<file path="src/rtl/rett_pkg.sv">
// Package: shared types for the return-from-trap resolver.
// Assumes: nothing beyond a 1800-2017 compiler.
package rett_pkg;

    // Outcome classes, listed in descending priority of the checks.
    typedef enum logic [2:0] {
        CLS_USER_HALT  = 3'd0,
        CLS_USER_SKIP  = 3'd1,
        CLS_ILLEGAL    = 3'd2,
        CLS_NORMAL_RET = 3'd3,
        CLS_DEBUG_RET  = 3'd4,
        CLS_PASS       = 3'd5
    } rett_class_e;

    typedef struct packed {
        logic s;
        logic et;
    } rett_status_t;

    typedef struct packed {
        logic halt;
        logic illegal;
        logic dbg_exit;
    } rett_req_t;

endpackage

</file>
<file path="src/rtl/rett_classify.sv">
// Module: rett_classify
// Sorts a return-from-trap into one outcome class using a fixed priority:
// user-mode checks first, then the supervisor trap-enable fault, then the
// two return paths, and finally the fall-through.
// Assumes: inputs are stable for the cycle; purely combinational.
module rett_classify
    import rett_pkg::*;
(
    input  logic        psr_s,
    input  logic        psr_et,
    input  logic        debug_mode,
    input  logic        dbg_field,
    output rett_class_e cls
);

    // Priority decode of the privilege, enable and mode conditions.
    always_comb begin
        if (!psr_s) begin
            cls = psr_et ? CLS_USER_SKIP : CLS_USER_HALT;
        end else if (psr_et) begin
            cls = CLS_ILLEGAL;
        end else if (!debug_mode && !dbg_field) begin
            cls = CLS_NORMAL_RET;
        end else if (debug_mode && dbg_field) begin
            cls = CLS_DEBUG_RET;
        end else begin
            cls = CLS_PASS;
        end
    end

endmodule

</file>
<file path="src/rtl/rett_resolve.sv">
// Module: rett_resolve
// Turns an outcome class into a redirect target, the status to adopt and
// the request pulses to raise.
// Assumes: AW is at least 3 so the step fits; purely combinational.
module rett_resolve
    import rett_pkg::*;
#(
    parameter int AW      = 32,
    parameter int PC_STEP = 4
) (
    input  rett_class_e  cls,
    input  logic [AW-1:0] cur_pc,
    input  logic [AW-1:0] save_pc,
    input  logic [AW-1:0] dbg_save_pc,
    input  rett_status_t  cur_status,
    input  logic          psr_ps,
    input  rett_status_t  dbg_status,
    output logic [AW-1:0] tgt_pc,
    output rett_status_t  tgt_status,
    output rett_req_t     req
);

    localparam logic [AW-1:0] STEP_V = AW'(PC_STEP);

    logic [AW-1:0] seq_pc;

    // Sequential address, wrapping at the top of the address space.
    always_comb seq_pc = cur_pc + STEP_V;

    // Select target, status and requests for the chosen class.
    always_comb begin
        tgt_pc     = seq_pc;
        tgt_status = cur_status;
        req        = '0;
        unique case (cls)
            CLS_USER_HALT: req.halt = 1'b1;
            CLS_USER_SKIP: ;
            CLS_ILLEGAL:   req.illegal = 1'b1;
            CLS_NORMAL_RET: begin
                tgt_pc        = save_pc;
                tgt_status.et = 1'b1;
                tgt_status.s  = psr_ps;
            end
            CLS_DEBUG_RET: begin
                tgt_pc       = dbg_save_pc;
                tgt_status   = dbg_status;
                req.dbg_exit = 1'b1;
            end
            default: ;
        endcase
    end

endmodule

</file>
<file path="src/rtl/rett_unit.sv">
// Module: rett_unit (top)
// Resolves a return-from-trap instruction and presents the redirect,
// new status bits and request pulses one clock after the valid strobe.
// Assumes: one instruction per cycle at most; synchronous active-low reset.
module rett_unit
    import rett_pkg::*;
#(
    parameter int AW      = 32,
    parameter int PC_STEP = 4
) (
    input  logic          clk,
    input  logic          rst_n,
    input  logic          rett_valid,
    input  logic          dbg_field,
    input  logic [AW-1:0] cur_pc,
    input  logic          psr_s,
    input  logic          psr_ps,
    input  logic          psr_et,
    input  logic [AW-1:0] save_pc,
    input  logic [AW-1:0] dbg_save_pc,
    input  logic          dbg_save_s,
    input  logic          dbg_save_et,
    input  logic          debug_mode,
    output logic          redir_valid,
    output logic [AW-1:0] next_pc,
    output logic          new_s,
    output logic          new_et,
    output logic          dbg_exit,
    output logic          halt_req,
    output logic          illegal_req
);

    rett_class_e   cls;
    logic [AW-1:0] tgt_pc;
    rett_status_t  tgt_status;
    rett_req_t     req;
    rett_status_t  cur_status;
    rett_status_t  dbg_status;

    // Pack the live and debug-saved status bits.
    always_comb begin
        cur_status = '{s: psr_s, et: psr_et};
        dbg_status = '{s: dbg_save_s, et: dbg_save_et};
    end

    rett_classify u_classify (
        .psr_s      (psr_s),
        .psr_et     (psr_et),
        .debug_mode (debug_mode),
        .dbg_field  (dbg_field),
        .cls        (cls)
    );

    rett_resolve #(
        .AW      (AW),
        .PC_STEP (PC_STEP)
    ) u_resolve (
        .cls         (cls),
        .cur_pc      (cur_pc),
        .save_pc     (save_pc),
        .dbg_save_pc (dbg_save_pc),
        .cur_status  (cur_status),
        .psr_ps      (psr_ps),
        .dbg_status  (dbg_status),
        .tgt_pc      (tgt_pc),
        .tgt_status  (tgt_status),
        .req         (req)
    );

    // Capture target and status on a valid instruction; hold otherwise.
    always_ff @(posedge clk) begin
        if (!rst_n) begin
            next_pc <= '0;
            new_s   <= 1'b0;
            new_et  <= 1'b0;
        end else if (rett_valid) begin
            next_pc <= tgt_pc;
            new_s   <= tgt_status.s;
            new_et  <= tgt_status.et;
        end
    end

    // Single-cycle strobes that follow the valid instruction.
    always_ff @(posedge clk) begin
        if (!rst_n) begin
            redir_valid <= 1'b0;
            halt_req    <= 1'b0;
            illegal_req <= 1'b0;
            dbg_exit    <= 1'b0;
        end else begin
            redir_valid <= rett_valid;
            halt_req    <= rett_valid & req.halt;
            illegal_req <= rett_valid & req.illegal;
            dbg_exit    <= rett_valid & req.dbg_exit;
        end
    end

endmodule

</file>
<file path="config.mk">
export PLATFORM = sky130hd
export DESIGN_NAME = rett_unit
export DESIGN_NICKNAME = d
export VERILOG_FILES = /design/src/rtl/rett_pkg.sv /design/src/rtl/rett_classify.sv /design/src/rtl/rett_resolve.sv /design/src/rtl/rett_unit.sv
export SDC_FILE = /design/constraint.sdc
export NUM_CORES = 1
export LEC_CHECK = 0
export ABC_AREA = 1
export CELL_PAD_IN_SITES_DETAIL_PLACEMENT = 1
export CELL_PAD_IN_SITES_GLOBAL_PLACEMENT = 2
export CORE_UTILIZATION = 19
export DETAILED_ROUTE_END_ITERATION = 10
export PLACE_DENSITY = 0.89
export SLEW_MARGIN = 40
export SYNTH_ARGS = -nofsm -noshare
export SYNTH_HDL_FRONTEND = slang
export SYNTH_SLANG_ARGS = --single-unit
</file>
<file path="constraint.sdc">
create_clock -name clk -period 1.6 [get_ports clk]
set_clock_uncertainty 0.2 [all_clocks]
set_input_delay 0.16 -clock clk [delete_from_list [all_inputs] [get_ports clk]]
set_output_delay 0.16 -clock clk [all_outputs]
set_load 0.01 [all_outputs]
</file>
======== Yosys cells after proc, flatten, opt, wreduce, memory -nomap -nowiden ========
Index checks and enable logic that the tools add are counted.
storage, ports and cells
  register bits after elaboration ......... 38
  input port bits ......................... 106
  output and inout bits ................... 38
  word-level logic and storage cells ...... 29
operators by class
  add/subtract/negate cells ............... 1
  eq/ne operators ......................... 3
  muxes and demuxes ....................... 10
  bitwise gates (word level) .............. 3
  reduce and logical (&&, ||, !) cells .... 5
operators with widths
  kind                     count
  $pmux W32 S2             1
  $add A32 B3 Y32 const B  1
  $mux W3                  3
  $eq A3 B2 Y1 const B     2
  $mux W1                  5
  $pmux W2 S2              1
  $and A1 B1 Y1            3
  $eq A3 B3 Y1 const B     1
  $logic_not A3 Y1         1
  $logic_and A1 B1 Y1      2
  $logic_not A1 Y1         2

======== Logic depth before layout (Yosys ltp) ========
  word-level depth ........................ 8
  mapped depth ............................ 10
  mapped depth without buffers ............ 10

======== Hierarchy ========
From an unflattened synthesis, not the netlist that was laid out.
second synthesis, totals
  cell total of the unflattened synthesis .. 555
  area total of the unflattened synthesis .. 3079.2 um2
modules (own cells, without submodules)
  module         times used  cells each  area an instance (um2)  seq. area each (um2)
  rett_resolve   1           317         1521.5                  0.0
  rett_unit      1           228         1514.0                  760.7
  rett_classify  1           10          43.8                    0.0

======== Worst setup path after synthesis ========
Ideal clock, no wire load.
  kind .................................... input to register
  start ................................... in cur_pc[2]
  end ..................................... reg next_pc[10]
  arrival time ............................ 1.061 ns
  required time ........................... 1.281 ns
  path slack .............................. 0.220 ns
  stages on the path ...................... 8
  cells stage by stage .................... ha_1 -> nand3_2 -> inv_1 -> nand2_2 -> inv_1 -> or2_2 -> nand3_1 -> a21oi_1
on the way
  cells in the longest elaborated chain, start to end .. 2
RTL lines
  item                    line                source
  start: declaration      rett_unit.sv:15     input logic [AW-1:0] cur_pc,
  $add A32 B3 Y32         rett_resolve.sv:28  always_comb seq_pc = cur_pc + STEP_V;
  $pmux W32 S2            rett_resolve.sv:35  unique case (cls)
  end signal: assignment  rett_unit.sv:77     next_pc <= tgt_pc;
  end: declaration        rett_unit.sv:25     output logic [AW-1:0] next_pc,
No other way between the ends.
A chain may end at the register's enable or synchronous reset.

======== Worst setup path after layout ========
  start ................................... reg next_pc[17]
  end ..................................... out next_pc[17]
No word-level cell between the ends.

==> flow_summary.toml <==
[setup_path]
start_kind = "flip-flop"
critPathArrivalTime_ns = 1.22
critical-path-top-delay-family = "buffers and inverters"
path_cells = "clkdlybuf4s50_1"
reg2reg_from = "next_pc[3]$_SDFFE_PN0P_"
max_stage_delay_ns = 0.55
crit_end = "next_pc[17]"
critPathCaptureType = "output pin"
rrSetupSlack_ns = 0.65
crit_slowest_cell = "clkdlybuf4s50_1"
r2r_cells = 2
worstSetupStartpoint = "next_pc[17]$_SDFFE_PN0P_"
path_buf_inv = 1
path_depth = 1
cp_max_fo = 2
critPathKind = "reg -> out"
r2r_end = "next_pc[3]$_SDFFE_PN0P_"
required_ns = 1.24

[place]
gp_congestion = 0.825
portBuffers = 143
placedCellCount = 809
dpl.hpwl_um = 9920

[yosys]
netlist.area_leader.share = 0.282
synth.most_common_cell = "nand2_1"
syn_nets = 565
synth_warnings = 0
synth_commonest_cells = "nand2_1 (172), a21oi_1 (53), nor2_1 (47)"
synth_area_mm2 = 0.00269
synth_top_cell_by_area = "dfxtp_1"
synth_ff_type = "dfxtp_1"
ys_ff_latch = 38
synth_edf_count = 0
synthTopCellsByArea = "dfxtp_1 (28%), nand2_1 (24%), a21oi_1 (9.8%)"
synth.yosys.seq_area_share = 0.282
syn_area_per_cell_um2 = 5.88
syn_inst = 458
ys_types = 28
async_flop_share = 0

[sta]
hold_ws_ns = 0.0902
min_period_ns = 1.58
relSlewSlack = 0.845
finalHoldViolCount = 0
worst_slew_pin_slew_ns = 0.230
report.final.slew_viol_count = 0
period_share = 0.985
setup-violations-final = 0
fmax_mhz = 635

[detailed_routing]
ant_nets = 0
post_drt_wl_per_cell_um = 15.3
drc = 0
via_per_inst = 4.49
routed_wl_um = 12600
drt_iter0_markers = 92
firstDrtPassIters = 4
via_count = 3681

[cells_and_area]
multi_input_area_mm2 = 0.00190
fin_util = 0.363
area_growth_pct = 86.9
regArea_um2 = 761
num-fill-cells = 1777
final_nets = 744
instances_no_fill = 819
drive_gt1_frac = 0.194

[global_route]
grt_max_degree = 43
antenna_found_initial = 1
grt_pass1_wl_um = 19400
grt_usage = 0.170
grt_pass1_vias = 3897
grt-ovfl-total = 0

[clock_tree]
clock_sinks = 38
ctsLongestPathBuffers = 2
cts_hold_buf = 0
cts_max_level = 2
cts_tree = "built"
clk_pin_slew_worst_paths_ns = 0.06
root_buffer = "clkbuf_16"
cts_buffers = 5
clkLatencyLatePin_ns = 0.29

[flow_run]
drv_cap = 0

[floorplanning]
initial_core_util = 0.194
fp.dieH_um = 121
dieArea_mm2 = 0.0147
die_width_um = 121
io_pins = 144
row_count = 43
coreArea_mm2 = 0.0139

[run_status]
status = "finished, final reports clean"

[power_and_ir_drop]
ir_drop_uv = 324
p_leak_nw = 2.21
powerDensity_mw_per_mm2 = 597

[hold_path]
hp-class = "in -> reg"
## through the flow
stage / setup slack (ns) / total power, W / TNS, ns / area (um^2)
after floorplan: 0.220 / 0.00136 / 0 / 2690
after global placement: -0.523 / 0.00194 / -8.88 / 4660
after detailed placement: -0.551 / 0.00196 / -10.55 / 4660
after CTS: 0.00472 / 0.00303 / 0 / 4890
after global routing: -0.0217 / 0.00316 / -0.0217 / 5030
final: 0.0243 / 0.00300 / 0 / 5030
## kinds of logic after synthesis
logic type               Yosys count  share of synthesized area
AO/OA/AOI/OAI                    105                      0.212
XOR/XNOR                           7                     0.0228
adder cells (fa/ha/maj)            1                    0.00464
buffers and inverters             44                     0.0739
flip-flops                        38                      0.282
AND/OR/NAND/NOR                  263                      0.405
## worst min path at each step
stage,endpoint,startpoint,cells past startpoint,slack (ns)
after floorplan,halt_req$_SDFF_PN0_,psr_s,1,0.04
after global placement,next_pc[14]$_SDFFE_PN0P_,next_pc[14]$_SDFFE_PN0P_,2,0.30
after detailed placement,next_pc[21]$_SDFFE_PN0P_,next_pc[21]$_SDFFE_PN0P_,2,0.32
after CTS,next_pc[12]$_SDFFE_PN0P_,rett_valid,4,0.11
after global routing,halt_req$_SDFF_PN0_,psr_s,3,0.1
final,next_pc[19]$_SDFFE_PN0P_,cur_pc[19],4,0.09
## layout make-up
cell class / count / area share
Sequential cell: 38 / 0.151
Antenna cell: 1 / 0.000497
Multi-Input combinational cell: 376 / 0.377
Clock inverter: 2 / 0.00249
Inverter: 24 / 0.0179
Clock buffer: 6 / 0.0276
Tap cell: 180 / 0.0447
Timing Repair Buffer: 192 / 0.378
## routing by layer
layer / vias to the layer above / track usage / wire length [um]
met4: 0 / 0.0471 / 212
li1: 1849 / - / -
met3: 15 / 0.0273 / 498
met5: - / 0 / 0
met2: 80 / 0.310 / 6490
met1: 1737 / 0.204 / 5370
## power breakdown
part           total (W)  switching [W]  internal, W  leakage (nW)
Clock            0.00104       0.000425     0.000618        0.0729
Combinational   0.000910       0.000402     0.000508          1.82
Sequential       0.00105      0.0000356      0.00101         0.315
## flip-flops by register name (all words and copies together), names as in the netlist
signal / count
new_s: 1
dbg_exit: 1
next_pc: 32
new_et: 1
redir_valid: 1
illegal_req: 1
halt_req: 1
## timing repair
item,in CTS,in global routing
endpoints found under the hold margin,0,0
pin swaps,6,5
endpoints found under the setup margin,15,26
buffers inserted,1,0
gates resized for setup,37,49
## cells in the final DEF, fill, tap and decap left out, drive strengths merged
cell type        n
a41oi            8
dfxtp           38
dlymetal6s2s    19
clkinv           1
nand3           24
or2              3
dlygate4sd2      9
inv             24
o21bai           3
nand3b           2
ha               1
diode            1
nor2            55
nor3             1
nand4            1
clkinvlp         1
xnor2            4
clkbuf           6
and2             1
nand2          176
xor2             3
a21oi           55
clkdlybuf4s50  114
buf             50
o21ai           39
(Power assumes the default switching activity.)
